$ cat src/rtl/refsw_pkg.sv
package refsw_pkg;

   localparam int CFG_W = 8;

   // Control word layout, MSB first
   typedef struct packed {
      logic en_b;       // bit7 REF2 power enable
      logic en_a;       // bit6 REF1 power enable
      logic diff_mode;  // bit5 differential reference mode
      logic dg_off;     // bit4 deglitch bypass
      logic hold_b;     // bit3 stay on REF2 after switchover
      logic reg_pick;   // bit2 manual register pick
      logic pin_src;    // bit1 manual source is the pin
      logic auto_mode;  // bit0 automatic switchover
   } refsw_cfg_t;

   localparam logic SEL_REF1 = 1'b0;
   localparam logic SEL_REF2 = 1'b1;

endpackage

$ cat src/rtl/refsw_cfg_reg.sv
module refsw_cfg_reg
   import refsw_pkg::*;
(
   input  logic             clk,
   input  logic             rst_n,
   input  logic             we_i,
   input  logic [CFG_W-1:0] wdata_i,
   output refsw_cfg_t       cfg_o,
   output logic             pwr_a_o,
   output logic             pwr_b_o
);

   refsw_cfg_t cfg_q;
   logic       force_on;

   always_ff @(posedge clk) begin
      if (!rst_n) begin
         cfg_q <= '0;
      end else if (we_i) begin
         cfg_q <= refsw_cfg_t'(wdata_i);
      end
   end

   assign force_on = cfg_q.auto_mode && !cfg_q.diff_mode;
   assign pwr_a_o  = force_on || cfg_q.en_a;
   assign pwr_b_o  = force_on || cfg_q.en_b;
   assign cfg_o    = cfg_q;

   // a write of automatic, single-ended mode turns both enables on
   a_r7_power_forced: assert property (@(posedge clk) disable iff (!rst_n)
      ($past(we_i) && $past(wdata_i[0]) && !$past(wdata_i[5]))
      |-> (pwr_a_o && pwr_b_o));

endmodule

$ cat src/rtl/refsw_req.sv
module refsw_req
   import refsw_pkg::*;
(
   input  logic auto_mode_i,
   input  logic diff_mode_i,
   input  logic pin_src_i,
   input  logic reg_pick_i,
   input  logic hold_b_i,
   input  logic ext_sel_i,
   input  logic ref1_ok_i,
   input  logic ref2_ok_i,
   input  logic cur_sel_i,
   output logic req_o
);

   always_comb begin
      if (diff_mode_i) begin
         req_o = SEL_REF1;
      end else if (!auto_mode_i) begin
         req_o = pin_src_i ? ext_sel_i : reg_pick_i;
      end else if (cur_sel_i == SEL_REF1) begin
         // leave REF1 only toward a good REF2
         req_o = (!ref1_ok_i && ref2_ok_i) ? SEL_REF2 : SEL_REF1;
      end else begin
         // revert only when allowed and REF1 is good
         req_o = (!hold_b_i && ref1_ok_i) ? SEL_REF1 : SEL_REF2;
      end
   end

endmodule

$ cat src/rtl/refsw_deglitch.sv
module refsw_deglitch #(
   parameter int DG_CYCLES    = 4,
   parameter bit HAS_DEGLITCH = 1'b1
) (
   input  logic clk,
   input  logic rst_n,
   input  logic bypass_i,
   input  logic req_i,
   output logic sel_o,
   output logic pulse_o
);

   localparam int CNT_W = (DG_CYCLES > 1) ? $clog2(DG_CYCLES) : 1;
   localparam logic [CNT_W-1:0] LAST = CNT_W'(DG_CYCLES - 1);

   logic sel_q;
   logic pulse_q;

   generate
      if (DG_CYCLES < 1) begin : g_bad_cfg
         $error("refsw_deglitch: DG_CYCLES must be at least 1");
      end

      if (HAS_DEGLITCH) begin : g_dg
         logic [CNT_W-1:0] cnt_q;

         always_ff @(posedge clk) begin
            if (!rst_n) begin
               cnt_q   <= '0;
               sel_q   <= 1'b0;
               pulse_q <= 1'b0;
            end else begin
               pulse_q <= 1'b0;
               if (req_i == sel_q) begin
                  cnt_q <= '0;
               end else if (bypass_i || (cnt_q == LAST)) begin
                  sel_q   <= req_i;
                  pulse_q <= 1'b1;
                  cnt_q   <= '0;
               end else begin
                  cnt_q <= cnt_q + 1'b1;
               end
            end
         end

         if (DG_CYCLES >= 2) begin : g_hold_chk
            // a counted change follows a request already differing an edge earlier
            a_r9_request_held: assert property (@(posedge clk) disable iff (!rst_n)
               ((sel_q != $past(sel_q)) && !$past(bypass_i))
               |-> ($past(req_i, 2) == sel_q));
         end
      end else begin : g_nodg
         always_ff @(posedge clk) begin
            if (!rst_n) begin
               sel_q   <= 1'b0;
               pulse_q <= 1'b0;
            end else begin
               pulse_q <= (req_i != sel_q);
               sel_q   <= req_i;
            end
         end
      end
   endgenerate

   assign sel_o   = sel_q;
   assign pulse_o = pulse_q;

   // pulse marks exactly the cycles right after a selection change
   a_r11_pulse_matches_change: assert property (@(posedge clk) disable iff (!rst_n)
      pulse_q == (sel_q != $past(sel_q)));

endmodule

$ cat src/rtl/refsw_ctrl.sv
module refsw_ctrl
   import refsw_pkg::*;
#(
   parameter int DG_CYCLES    = 4,
   parameter bit HAS_DEGLITCH = 1'b1
) (
   input  logic       clk,
   input  logic       rst_n,
   input  logic       cfg_we,
   input  logic [7:0] cfg_wdata,
   output logic [7:0] cfg_rdata,
   input  logic       ext_sel,
   input  logic       ref1_ok,
   input  logic       ref2_ok,
   output logic       ref1_pwr_en,
   output logic       ref2_pwr_en,
   output logic       sel_ref,
   output logic       switch_pulse
);

   refsw_cfg_t cfg;
   logic       req;
   logic       sel;

   refsw_cfg_reg u_cfg (
      .clk     (clk),
      .rst_n   (rst_n),
      .we_i    (cfg_we),
      .wdata_i (cfg_wdata),
      .cfg_o   (cfg),
      .pwr_a_o (ref1_pwr_en),
      .pwr_b_o (ref2_pwr_en)
   );

   refsw_req u_req (
      .auto_mode_i (cfg.auto_mode),
      .diff_mode_i (cfg.diff_mode),
      .pin_src_i   (cfg.pin_src),
      .reg_pick_i  (cfg.reg_pick),
      .hold_b_i    (cfg.hold_b),
      .ext_sel_i   (ext_sel),
      .ref1_ok_i   (ref1_ok),
      .ref2_ok_i   (ref2_ok),
      .cur_sel_i   (sel),
      .req_o       (req)
   );

   refsw_deglitch #(
      .DG_CYCLES    (DG_CYCLES),
      .HAS_DEGLITCH (HAS_DEGLITCH)
   ) u_dg (
      .clk      (clk),
      .rst_n    (rst_n),
      .bypass_i (cfg.dg_off),
      .req_i    (req),
      .sel_o    (sel),
      .pulse_o  (switch_pulse)
   );

   assign sel_ref   = sel;
   assign cfg_rdata = cfg;

   // automatic mode with both references bad leaves the selection alone
   a_r6_both_bad_hold: assert property (@(posedge clk) disable iff (!rst_n)
      (cfg.auto_mode && !cfg.diff_mode && !ref1_ok && !ref2_ok)
      |=> $stable(sel_ref));

   // differential mode never moves the selection onto REF2
   a_r8_diff_no_ref2: assert property (@(posedge clk) disable iff (!rst_n)
      (cfg.diff_mode && !sel_ref) |=> !sel_ref);

endmodule

$ cat config.mk
export PLATFORM = sky130hd
export DESIGN_NAME = refsw_ctrl
export DESIGN_NICKNAME = d
export VERILOG_FILES = /design/src/rtl/refsw_pkg.sv /design/src/rtl/refsw_cfg_reg.sv /design/src/rtl/refsw_req.sv /design/src/rtl/refsw_deglitch.sv /design/src/rtl/refsw_ctrl.sv
export SDC_FILE = /design/constraint.sdc
export NUM_CORES = 1
export LEC_CHECK = 0
export BUFFER_PORTS_ARGS = -buffer_cell sky130_fd_sc_hd__buf_4
export CAP_MARGIN = 40
export CORE_AREA = 2 2 39 41
export CTS_BUF_LIST = sky130_fd_sc_hd__clkbuf_4 sky130_fd_sc_hd__clkbuf_8 sky130_fd_sc_hd__clkbuf_16
export DETAILED_ROUTE_END_ITERATION = 7
export DIE_AREA = 0 0 41 43
export GPL_TIMING_DRIVEN = 0
export PLACE_DENSITY = 0.75
export SYNTH_ARGS = -nofsm -noshare
export SYNTH_HDL_FRONTEND = slang
export SYNTH_HIERARCHICAL = 1
export SYNTH_SLANG_ARGS = --single-unit
$ cat constraint.sdc
create_clock -name clk -period 2.6 [get_ports clk]
set_input_delay 0.13 -clock clk [delete_from_list [all_inputs] [get_ports clk]]
set_output_delay 0.13 -clock clk [all_outputs]
set_load 0.03 [all_outputs]
==> run metrics, run 1 <==
time the final worst path needs with I/O delays and setup=between 1000 and 1500 ps; worst voltage drop across the vdd grid=about 0.33 mV; fraction of synthesized cell area in xor and xnor cells=1.66%; maximum number of pins on one net before global-route repair=14; worst clock skew=between 2 and 2.5 ps; biggest cell delay along the critical path=about 410 ps; Die X=41 µm; wire length of the first global-routing pass=1550 µm; Max stage delay cell, worst path=sky130_fd_sc_hd__dfxtp_1; leakage power figure=approximately 0.36 nW; buffers added on ports=24; synthesized flop and latch total=12; first-pass detailed-route iteration total=4; largest area contributor in the synthesized netlist=sky130_fd_sc_hd__dfxtp_1; Core Footprint=approximately 1400 µm²; Initial Util=approximately two fifths; WP data required=between 2000 and 3000 ps; fraction of final layout cells sized beyond drive strength 1=just over 40%; adder-cell share of the synthesized area=between 2 and 2.5%; clock insertion delay at the later pin of the skew report=about 260 ps; sequential-to-total area share from yosys stat=a little under half; I/O pins=26; # nets final=93; dominant synthesized flop cell=sky130_fd_sc_hd__dfxtp_1; multiplexer share of the synthesized area=17.1%; ordered list of cells on the worst path=a21boi_0, o32ai_1, xnor2_1, nor4b_2; clock sinks=12; Synth async-reset ratio=0%; Post-Place Cells=89; worst-path maximum fanout=5; residual DRC count=0; number of hold violations in the final report=0; Synth Area in Simple Gates=24.7%; number of max-slew violations in the final report=0; fill count=123; routed wire length=between 900 and 1000 µm; buffer cell driving the clock tree root=sky130_fd_sc_hd__clkbuf_4; power per cell area=approximately 570 nW/µm²; GRT Util Overall=~14%; number of distinct standard cells referenced by the synthesized netlist=17; compound-gate portion of the synthesized area=between 6 and 7%; Synth top cells by count=sky130_fd_sc_hd__dfxtp_1, sky130_fd_sc_hd__mux2i_1, sky130_fd_sc_hd__nor2b_1; final weighted congestion in routability-driven placement=just over 0.6; wire length per cell after detailed routing=roughly 11 µm; TritonCTS clock tree=built; number of instances in the synthesized netlist=between 40 and 50; share of the synthesized area in the top cell type=a little under half; Max-Cap Viols=0; Post-CTS Hold Fix Bufs=0; unrepaired setup endpoints after global routing=no; ANT cells=0; Clock Path Buffers=2; synthesized net count=64; total number of vias=440; Slew @ Worst Pin=375 ps; Starting DRT DRC Count=5; synthesized area per cell=about 11 µm²; mapped cell area=around 530 µm²; worst min-delay path category=in -> reg; Crit path arrival time=~1600 ps; final setup violation count=0; Fmax achieved=0.704 GHz; post-route insts no fill=between 90 and 100; Post-CTS Setup Bufs=0; Num CTS Buffers=3; EDFF count, synth=0; remaining global-route overflow=0; total power=433 µW; Die H=between 40 and 50 µm; crit path kind=reg -> reg; number of antenna violations at the first check in global routing=0; dominant combinational cell family by area after synthesis=simple AND/OR/NAND/NOR gates; P&R area growth vs syn=44.9%; vias per std cell=4.73; leading cell type by number of instances after synthesis=sky130_fd_sc_hd__dfxtp_1; sum of negative setup slack=0 ps; number of global-route vias before repair=380; clock edge transition at the registers on the reported setup and hold paths=~70 ps; status=finished clean; worst slew margin relative to its limit=roughly three quarters; CP startpoint kind=register; deepest level of the CTS H-tree=1; number of nets still failing antenna checks after routing=0; kind of end point of the critical path=register; post-CTS sizing=0; std cell rows=14; placed wire-length estimate=roughly 780 µm; synth warn=6; Area contributors post-synth=sky130_fd_sc_hd__dfxtp_1, sky130_fd_sc_hd__mux2i_1, sky130_fd_sc_hd__nor2b_1; period utilization=54.6%; area of the die=around 1800 µm²
-- placed cells by master (no fill, tap or decap), drive strengths merged, types with 2 or more instances in the layout --
cell / Yosys / layout
buf: 1 / 25
dfxtp: 12 / 12
mux2i: 9 / 9
nor2b: 8 / 8
clkbuf: 0 / 4
nand2b: 4 / 4
o21ai: 2 / 2
nor2: 2 / 2
or2: 2 / 2
nand2: 2 / 2
-- flip-flops by register name, summed over array words and instances (netlist names) --
name and flops:
u_dg/pulse_o 1, u_dg/g_dg.cnt_q 2, u_cfg/cfg_o 8, u_dg/sel_o 1
-- power breakdown --
group / total (mW) / internal [mW] / switching [mW]
clock: 0.143 / 0.0849 / 0.0582
combinational: 0.0888 / 0.0445 / 0.0443
sequential: 0.201 / 0.193 / 0.00832
total: 0.433 / 0.322 / 0.111
-- routing by layer --
layer	up-vias	wire [µm]	track usage (%)
met3	2	85	6.28
met5	-	0	0
met2	13	478	18.8
met1	196	418	15.5
met4	0	14	10.0
li1	229	-	-
-- through the flow --
step                      hold slack (ps)  instance area [µm²]  setup WS [ps]  utilization, %
after floorplan                       248                  527           1120               -
after global placement                387                  727           1210            52.5
after detailed placement              396                  727           1160            52.5
after CTS                             110                  763           1130            55.2
after global routing                  108                  763           1020            55.2
final                                 119                  763           1180            55.2
-- layout make-up --
class	count	area (µm²)	area share (%)
Timing Repair Buffer	24	180	23.6
Tap cell	16	20.0	2.62
Clock buffer	4	36.3	4.75
Multi-Input combinational cell	36	275	36.1
Buffer	1	11.3	1.48
Sequential cell	12	240	31.5
-- logic make-up (layout without fill, tap and decap cells) --
family | count (synthesis) | count (layout)
AO/OA/AOI/OAI | 5 | 5
adder cells (fa/ha/maj) | 1 | 1
flip-flops | 12 | 12
XOR/XNOR | 1 | 1
buffers and inverters | 1 | 29
multiplexers | 9 | 9
AND/OR/NAND/NOR | 20 | 20
-- final timing paths --
path / startpoint / end / slack (ps) / cells after the start
max reg2reg: u_dg/sel_o / u_dg/g_dg.cnt_q[0] / 1180 / 4
min reg2reg: u_dg/g_dg.cnt_q[0] / u_dg/g_dg.cnt_q[0] / 450 / 1
max: u_dg/sel_o / u_dg/g_dg.cnt_q[0] / 1180 / 4
min: cfg_wdata[2] / u_cfg/cfg_o[2] / 120 / 3
-- worst max-delay path, delay by kind of cell (launching register included) --
family / cells / cell delay, ps
compound gates: 2 / 480
flops: 1 / 410
simple gates: 1 / 260
xor+xnor: 1 / 190
Note: power is estimated with default switching activity, not from simulation.
==> inputs of run 2 (changes only) <==
--- a/config.mk
+++ b/config.mk
@@ -5,14 +5,14 @@
 export SDC_FILE = /design/constraint.sdc
 export NUM_CORES = 1
 export LEC_CHECK = 0
+export ABC_AREA = 1
 export BUFFER_PORTS_ARGS = -buffer_cell sky130_fd_sc_hd__buf_4
 export CAP_MARGIN = 40
-export CORE_AREA = 2 2 39 41
+export CORE_UTILIZATION = 44
 export CTS_BUF_LIST = sky130_fd_sc_hd__clkbuf_4 sky130_fd_sc_hd__clkbuf_8 sky130_fd_sc_hd__clkbuf_16
 export DETAILED_ROUTE_END_ITERATION = 7
-export DIE_AREA = 0 0 41 43
 export GPL_TIMING_DRIVEN = 0
-export PLACE_DENSITY = 0.75
+export PLACE_DENSITY = 0.79
 export SYNTH_ARGS = -nofsm -noshare
 export SYNTH_HDL_FRONTEND = slang
 export SYNTH_HIERARCHICAL = 1
==> constraint.sdc (replaced) <==
create_clock -name clk -period 1.41 [get_ports clk]
set_input_delay 0.0705 -clock clk [delete_from_list [all_inputs] [get_ports clk]]
set_output_delay 0.0705 -clock clk [all_outputs]
set_load 0.03 [all_outputs]
==> run 2 against run 1 <==
- count of clock-buffer cells in the layout stayed put
- die area is 13% lower
- first-iteration DRC count is 40% higher
- synthesized area is 15% higher
- clock skew hardly changed
- hold slack worse by 56 ps
- critical endpoint is now u_dg/g_dg.cnt_q[1]
- largest power group unchanged
==> run metrics, run 2 <==
Clock Path Buffers=2 (unchanged); clock sinks=12 (unchanged); buffer cell driving the clock tree root=sky130_fd_sc_hd__clkbuf_4; Cell Int Power=615 µW (+91%); combinational fraction of design power=25.0% (+4.5 points); post-CTS sizing=0 (unchanged); clock insertion delay at the later pin of the skew report=270 ps (about the same); final critical-path setup slack=241 ps (-938 ps); CP startpoint kind=register; worst clock skew=2.36 ps (-0.0478 ps); Die H=39.1 µm (-9.1%); worst-path maximum fanout=5 (unchanged); std cell rows=13 (-1); Starting DRT DRC Count=7 (+2); leading cell type by number of instances after synthesis=sky130_fd_sc_hd__nor2_1; synthesized net count=108 (+69%); number of nets still failing antenna checks after routing=0 (unchanged); routed wire length=1120 µm (+12%); kind of end point of the critical path=register; deepest level of the CTS H-tree=1 (unchanged); pre-CTS setup slack=248 ps (-912 ps); synthesized flop and latch total=12 (unchanged); flip-flop count of the largest register, all copies and words added=8 (unchanged); most frequent cells in the layout=sky130_fd_sc_hd__nor2_1, sky130_fd_sc_hd__buf_4, sky130_fd_sc_hd__nand2_1; mapped cell area=606 µm² (+15%); total power=862 µW (+99%); EDFF count, synth=0 (unchanged); number of max-slew violations in the final report=0 (unchanged); Post-CTS Hold Fix Bufs=0 (unchanged); maximum number of pins on one net before global-route repair=11 (-3); Synth top cells by count=sky130_fd_sc_hd__nor2_1, sky130_fd_sc_hd__nand2_1, sky130_fd_sc_hd__inv_1; Num CTS Buffers=3 (unchanged); Die X=39.1 µm (-4.6%); fraction of power consumed by sequential logic=44.2% (-2.3 points); most used routing layer=met2; buffers added on ports=24 (unchanged); TritonCTS clock tree=built; GR met3 Demand/Resource=6.94% (+0.65 points); status=finished clean; first-pass detailed-route iteration total=4 (unchanged); fill count=127 (+3.3%); vias per std cell=4.29 (-9.4%); worst min-delay path category=in -> reg; wire length of the first global-routing pass=1760 µm (+14%); synthesized area per cell=6.51 µm² (-39%); Max-Cap Viols=0 (unchanged); Crit path arrival time=1380 ps (-220 ps); Core Footprint=1280 µm² (-7.1%); number of distinct standard cells referenced by the synthesized netlist=12 (-5); switching pwr=248 µW (+120%); leakage power figure=0.483 nW (+35%); switching share of power=28.7% (+3.1 points); worst-case register-to-register setup slack=240 ps (-940 ps); number of antenna violations at the first check in global routing=0 (unchanged); placed wire-length estimate=867 µm (+11%); # nets final=137 (+47%); number of global-route vias before repair=437 (+15%); power share of the clock group=30.8% (-2.2 points); wire length per cell after detailed routing=8.21 µm (-23%); remaining global-route overflow=0 (unchanged); time the final worst path needs with I/O delays and setup=1170 ps (-252 ps); sequential-to-total area share from yosys stat=39.7% (-5.9 points); Fmax achieved=0.856 GHz (+22%); WP data required=1620 ps (-1160 ps); fraction of final layout cells sized beyond drive strength 1=28.9% (-11 points); ANT cells=0 (unchanged); Global Route met1 Usage=21.7% (+6.3 points); synth warn=6 (unchanged); residual DRC count=0 (unchanged); final weighted congestion in routability-driven placement=0.758 (+25%); unrepaired setup endpoints after global routing=no; Post-Place Cells=132 (+48%); period utilization=82.9% (+28 points); crit path kind=reg -> reg; sum of negative setup slack=0 ps (unchanged); number of instances in the synthesized netlist=93 (+90%); clock edge transition at the registers on the reported setup and hold paths=70 ps (about the same); final setup violation count=0 (unchanged); I/O pins=26 (unchanged); total number of vias=583 (+33%); P&R area growth vs syn=38.8%; largest area contributor in the synthesized netlist=sky130_fd_sc_hd__dfxtp_1; dominant synthesized flop cell=sky130_fd_sc_hd__dfxtp_1; area of the die=1530 µm² (-13%); global routing usage on met2=26.7% (+7.9 points); GRT Util Overall=17.3% (+3.7 points); most frequent standard cell in the layout excluding fill and tap cells=sky130_fd_sc_hd__nor2_1; power per cell area=1030 nW/µm² (+81%); Slew @ Worst Pin=169 ps (-206 ps); number of hold violations in the final report=0 (unchanged); Post-CTS Setup Bufs=0 (unchanged); Area contributors post-synth=sky130_fd_sc_hd__dfxtp_1, sky130_fd_sc_hd__nor2_1, sky130_fd_sc_hd__nand2_1; worst slew margin relative to its limit=88.7% (+14 points); Initial Util=47.1% (+9.1 points); post-route insts no fill=136 (+46%); share of the synthesized area in the top cell type=39.7% (-5.9 points); Synth async-reset ratio=0% (unchanged); worst voltage drop across the vdd grid=0.571 mV (+74%)
[run 2: cell count changes after synthesis, sizes merged, moves of 2 or more]
cell	previous run	this run
buf	1	3
mux2i	9	0
inv	0	19
nand2	2	25
nand2b	4	0
nor2b	8	0
or2	2	0
o21bai	0	2
nor2	2	29
[run 2: final timing paths]
path | start | endpoint | cells after the start
min | rst_n | u_dg/pulse_o | 3
max | u_dg/sel_o | u_dg/g_dg.cnt_q[1] | 8
max reg2reg | u_dg/sel_o | u_dg/g_dg.cnt_q[1] | 8
min reg2reg | u_dg/g_dg.cnt_q[0] | u_dg/g_dg.cnt_q[0] | 1
[run 2: routing by layer]
metal / up-vias / part of all wire (%)
li1: 318 / -
met1: 246 / 45
met2: 19 / 49
met3: 0 / 6.6
met4: 0 / 0
met5: - / 0
[run 2: cells by family (layout without fill, tap and decap cells)]
| kind of cell | Yosys count | count (layout) | share of synthesized area [%] |
|---|---|---|---|
| buffers and inverters | 22 | 50 | 18.6 |
| AND/OR/NAND/NOR | 55 | 55 | 36.4 |
| flip-flops | 12 | 12 | 39.7 |
| AO/OA/AOI/OAI | 3 | 3 | 3.30 |
| adder cells (fa/ha/maj) | 1 | 1 | 2.07 |
[run 2: area by class of cell]
cell class              instances  area [µm²]  area share [%]
repair buffers                 24         180            21.4
well taps                      15        18.8            2.23
flip-flops and latches         12         240            28.6
plain buffers                   3        41.3            4.91
multi-input cells              59         253            30.1
clock buffers                   4        36.3            4.32
inverters                      19        71.3            8.48
[run 2: worst max-delay path: stages (launching register included)]
cell and delay (ps):
sky130_fd_sc_hd__dfxtp_1 400, sky130_fd_sc_hd__inv_1 60, sky130_fd_sc_hd__nor2_1 100, sky130_fd_sc_hd__nor2_1 50, sky130_fd_sc_hd__nor2_1 150, sky130_fd_sc_hd__nor2_1 70, sky130_fd_sc_hd__nor2_2 120, sky130_fd_sc_hd__nand2_1 80
sky130_fd_sc_hd__nor2_1 80
[run 2: power by group through the flow]
stage	combinational, mW	clock, mW	sequential, mW
after floorplan	0.101	0	0.424
after global placement	0.212	0	0.389
after detailed placement	0.216	0	0.390
after CTS	0.217	0.273	0.382
after global routing	0.240	0.294	0.384
final	0.215	0.266	0.381
[run 2: through the flow]
step                utilization (%)  area, µm²  hold WS [ps]
CTS                            65.4        841          57.7
finish                         65.4        841          63.0
floorplan                         -        606           203
global placement               62.6        805           338
global route                   65.4        841          57.3
detailed placement             62.6        805           341
==> inputs of run 3 (changes only) <==
--- a/config.mk
+++ b/config.mk
@@ -5,14 +5,15 @@
 export SDC_FILE = /design/constraint.sdc
 export NUM_CORES = 1
 export LEC_CHECK = 0
-export ABC_AREA = 1
+export ABC_AREA = 0
 export BUFFER_PORTS_ARGS = -buffer_cell sky130_fd_sc_hd__buf_4
 export CAP_MARGIN = 40
-export CORE_UTILIZATION = 44
+export CORE_AREA = 2 2 39 41
 export CTS_BUF_LIST = sky130_fd_sc_hd__clkbuf_4 sky130_fd_sc_hd__clkbuf_8 sky130_fd_sc_hd__clkbuf_16
 export DETAILED_ROUTE_END_ITERATION = 7
+export DIE_AREA = 0 0 41 43
 export GPL_TIMING_DRIVEN = 0
-export PLACE_DENSITY = 0.79
+export PLACE_DENSITY = 0.75
 export SYNTH_ARGS = -nofsm -noshare
 export SYNTH_HDL_FRONTEND = slang
 export SYNTH_HIERARCHICAL = 1
==> constraint.sdc (replaced) <==
create_clock -name clk -period 1.2 [get_ports clk]
set_input_delay 0.06 -clock clk [delete_from_list [all_inputs] [get_ports clk]]
set_output_delay 0.06 -clock clk [all_outputs]
set_load 0.03 [all_outputs]
==> run 3 against run 2 <==
- flip-flop and latch count unchanged
- first-iteration DRC count fell by 71%
- clock power up 6%
- via count shrank 24%
- fmax down 7.2%
- setup slack got worse by 300 ps
- the run now ends with setup timing left
- highest routed layer is now met4
- clock skew grew 5.6 ps
- register-to-register slack got worse by 300 ps
- critical path depth shrank 4
- hold slack worse by 12 ps
- core utilization shrank 4.1 points
- critical endpoint is now u_dg/g_dg.cnt_q[0]
- critical path type unchanged
==> run metrics, run 3 (same netlist as run 1, synthesis figures left out) <==
status=finished, violations left; failing checks=setup timing; clock sinks=12 (unchanged); vias per std cell=4.63 (+7.9%); register area=256 µm² (+6.8%); most frequent cells in the layout=sky130_fd_sc_hd__buf_4, sky130_fd_sc_hd__mux2i_1, sky130_fd_sc_hd__nor2b_1; period utilization=105% (+22 points); most frequent standard cell in the layout excluding fill and tap cells=sky130_fd_sc_hd__buf_4; first-pass detailed-route iteration total=2 (-2); hold-critical path depth=3 (unchanged); Max stage delay cell, worst path=sky130_fd_sc_hd__dfxtp_4; I/O pins=26 (unchanged); area of the multi-input gates=328 µm² (+30%); Fmax achieved=0.795 GHz (-7.2%); Max-Cap Viols=0 (unchanged); Max Used Layer=met4; routed wire length=1100 µm (-1.8%); buffer cell driving the clock tree root=sky130_fd_sc_hd__clkbuf_4; Num CTS Buffers=3 (unchanged); CP startpoint kind=register; buffers added on ports=24 (unchanged); met3 routed wirelength=48 µm (-35%); worst slew margin relative to its limit=81.9% (-6.8 points); crit path kind=reg -> reg; post-route insts no fill=96 (-29%); hold path endpoint=u_cfg/cfg_o[4]; Post-Place Cells=89 (-33%); wire length of the first global-routing pass=1560 µm (-11%); kind of end point of the critical path=register; total number of vias=444 (-24%); flip-flop count of the largest register, all copies and words added=8 (unchanged); wire length per cell after detailed routing=11.4 µm (+39%); std cell rows=14 (+1); P&R area growth vs syn=61.0%; Clock Path Buffers=2 (unchanged); worst voltage drop across the vdd grid=0.871 mV (+53%); TritonCTS clock tree=built; total power=948 µW (+10%); number of global-route vias before repair=392 (-10%); clock insertion delay at the later pin of the skew report=270 ps (about the same); number of antenna violations at the first check in global routing=0 (unchanged); clock edge transition at the registers on the reported setup and hold paths=80 ps (about the same); Die H=43 µm (+10%); startpoint of the lowest-slack hold path=cfg_wdata[4]; Starting DRT DRC Count=2 (-5); residual DRC count=0 (unchanged); worst-case register-to-register setup slack=-60 ps (-300 ps); Initial Util=38.1% (-9.1 points); number of cells on the worst reg-to-reg path=4 (-4); number of hold violations in the final report=0 (unchanged); final critical-path setup slack=-58.6 ps (-300 ps); final weighted congestion in routability-driven placement=0.622 (-18%); Crit path arrival time=1440 ps (+60 ps); Crit path max-delay family=flip-flops; GRT Util Overall=13.3% (-4.0 points); number of nets still failing antenna checks after routing=0 (unchanged); leakage power figure=0.387 nW (-20%); time the final worst path needs with I/O delays and setup=1260 ps (+90.0 ps); number of buffers and inverters on the critical path=0 (-1); ordered list of cells on the worst path=mux2i_4, o32ai_4, xnor2_2, nor4b_2; # nets final=96 (-30%); Core Footprint=1380 µm² (+7.7%); fill count=124 (-2.4%); worst clock skew=7.93 ps (+5.57 ps); maximum number of pins on one net before global-route repair=14 (+3); Die X=41 µm (+4.9%); Post-CTS Hold Fix Bufs=0 (unchanged); met1 wire length=482 µm (-3.2%); placed wire-length estimate=784 µm (-9.7%); Slew @ Worst Pin=272 ps (+102 ps); deepest level of the CTS H-tree=1 (unchanged); worst hold slack across all endpoints=50.6 ps (-12.4 ps); worst-path maximum fanout=3 (-2); worst r2r dst=u_dg/g_dg.cnt_q[0]; unrepaired setup endpoints after global routing=yes; source of the worst register-to-register timing path=u_cfg/cfg_o[1]; ANT cells=0 (unchanged); fraction of final layout cells sized beyond drive strength 1=56.3% (+27 points); WP data required=1380 ps (-240 ps); remaining global-route overflow=0 (unchanged); final setup violation count=1 (+1); worst min-delay path category=in -> reg; amount of wire on met2 after detailed routing=546 µm (+0.37%); area of the die=1760 µm² (+15%); biggest cell delay along the critical path=370 ps (-30 ps); number of max-slew violations in the final report=0 (unchanged); power per cell area=1120 nW/µm² (+9.0%)
[run 3: cell count changes in the layout (fill, tap and decap cells not counted), moves of 2 or more]
| cell | change |
|---|---|
| sky130_fd_sc_hd__nor2_1 | -26 |
| sky130_fd_sc_hd__nand2_1 | -21 |
| sky130_fd_sc_hd__inv_1 | -19 |
| sky130_fd_sc_hd__mux2i_1 | +8 |
| sky130_fd_sc_hd__nor2b_1 | +8 |
| sky130_fd_sc_hd__dfxtp_1 | -5 |
| sky130_fd_sc_hd__dfxtp_4 | +4 |
| sky130_fd_sc_hd__buf_4 | +3 |
| sky130_fd_sc_hd__buf_8 | -2 |
| sky130_fd_sc_hd__nand2_2 | -2 |
| sky130_fd_sc_hd__nand2b_1 | +2 |
| sky130_fd_sc_hd__nand2b_4 | +2 |
| sky130_fd_sc_hd__o21bai_1 | -2 |
[run 3: report_power, final]
| part | internal, mW | switching (mW) |
|---|---|---|
| clock | 0.151 | 0.131 |
| combinational | 0.120 | 0.111 |
| sequential | 0.415 | 0.0199 |
[run 3: layer usage]
layer  vias to the layer above  GRT usage [%]
met5                         -              0
met4                         0           8.00
met3                         2           3.14
met2                        12           20.6
met1                       197           15.6
li1                        233              -
[run 3: how the worst max path moves through the flow]
stage	start	end	slack, ps	cells past startpoint
5_1_grt	u_dg/sel_o	u_dg/g_dg.cnt_q[0]	-110	4
3_5_place_dp	u_cfg/cfg_o[1]	u_dg/g_dg.cnt_q[0]	-50	4
2_1_floorplan	u_cfg/cfg_o[1]	u_dg/g_dg.cnt_q[0]	-60	4
4_1_cts	u_cfg/cfg_o[1]	u_dg/g_dg.cnt_q[0]	-40	4
6_report	u_cfg/cfg_o[1]	u_dg/g_dg.cnt_q[0]	-60	4
3_3_place_gp	u_cfg/cfg_o[1]	u_dg/g_dg.cnt_q[0]	-50	4
[run 3: layout make-up]
type	count	share of cell area, %
multi-input cells	36	38.6
flip-flops and latches	12	30.2
repair buffers	27	23.9
clock buffers	4	3.54
well taps	16	2.36
plain buffers	1	1.33
[run 3: tightest hold or removal path: stages]
cell                      delay, ps
sky130_fd_sc_hd__buf_4           80
sky130_fd_sc_hd__mux2i_1         50
sky130_fd_sc_hd__nor2b_1         90
[run 3: what timing repair did]
action	4_1_cts	5_1_grt
setup buffers	1	2
pin swaps	2	2
setup endpoints to repair	1	3
gates resized for setup	0	5
[run 3: stage by stage]
| stage | TNS, ps | util (%) | worst slack (ps) | instance area, µm² |
|---|---|---|---|---|
| after floorplan | -60.2 | - | -60.2 | 574 |
| after global placement | -47.5 | 56.0 | -47.5 | 774 |
| after detailed placement | -54.7 | 56.0 | -54.7 | 774 |
| after CTS | -41.9 | 58.7 | -41.9 | 812 |
| after global routing | -150 | 61.3 | -113 | 848 |
| final | -58.6 | 61.3 | -58.6 | 848 |
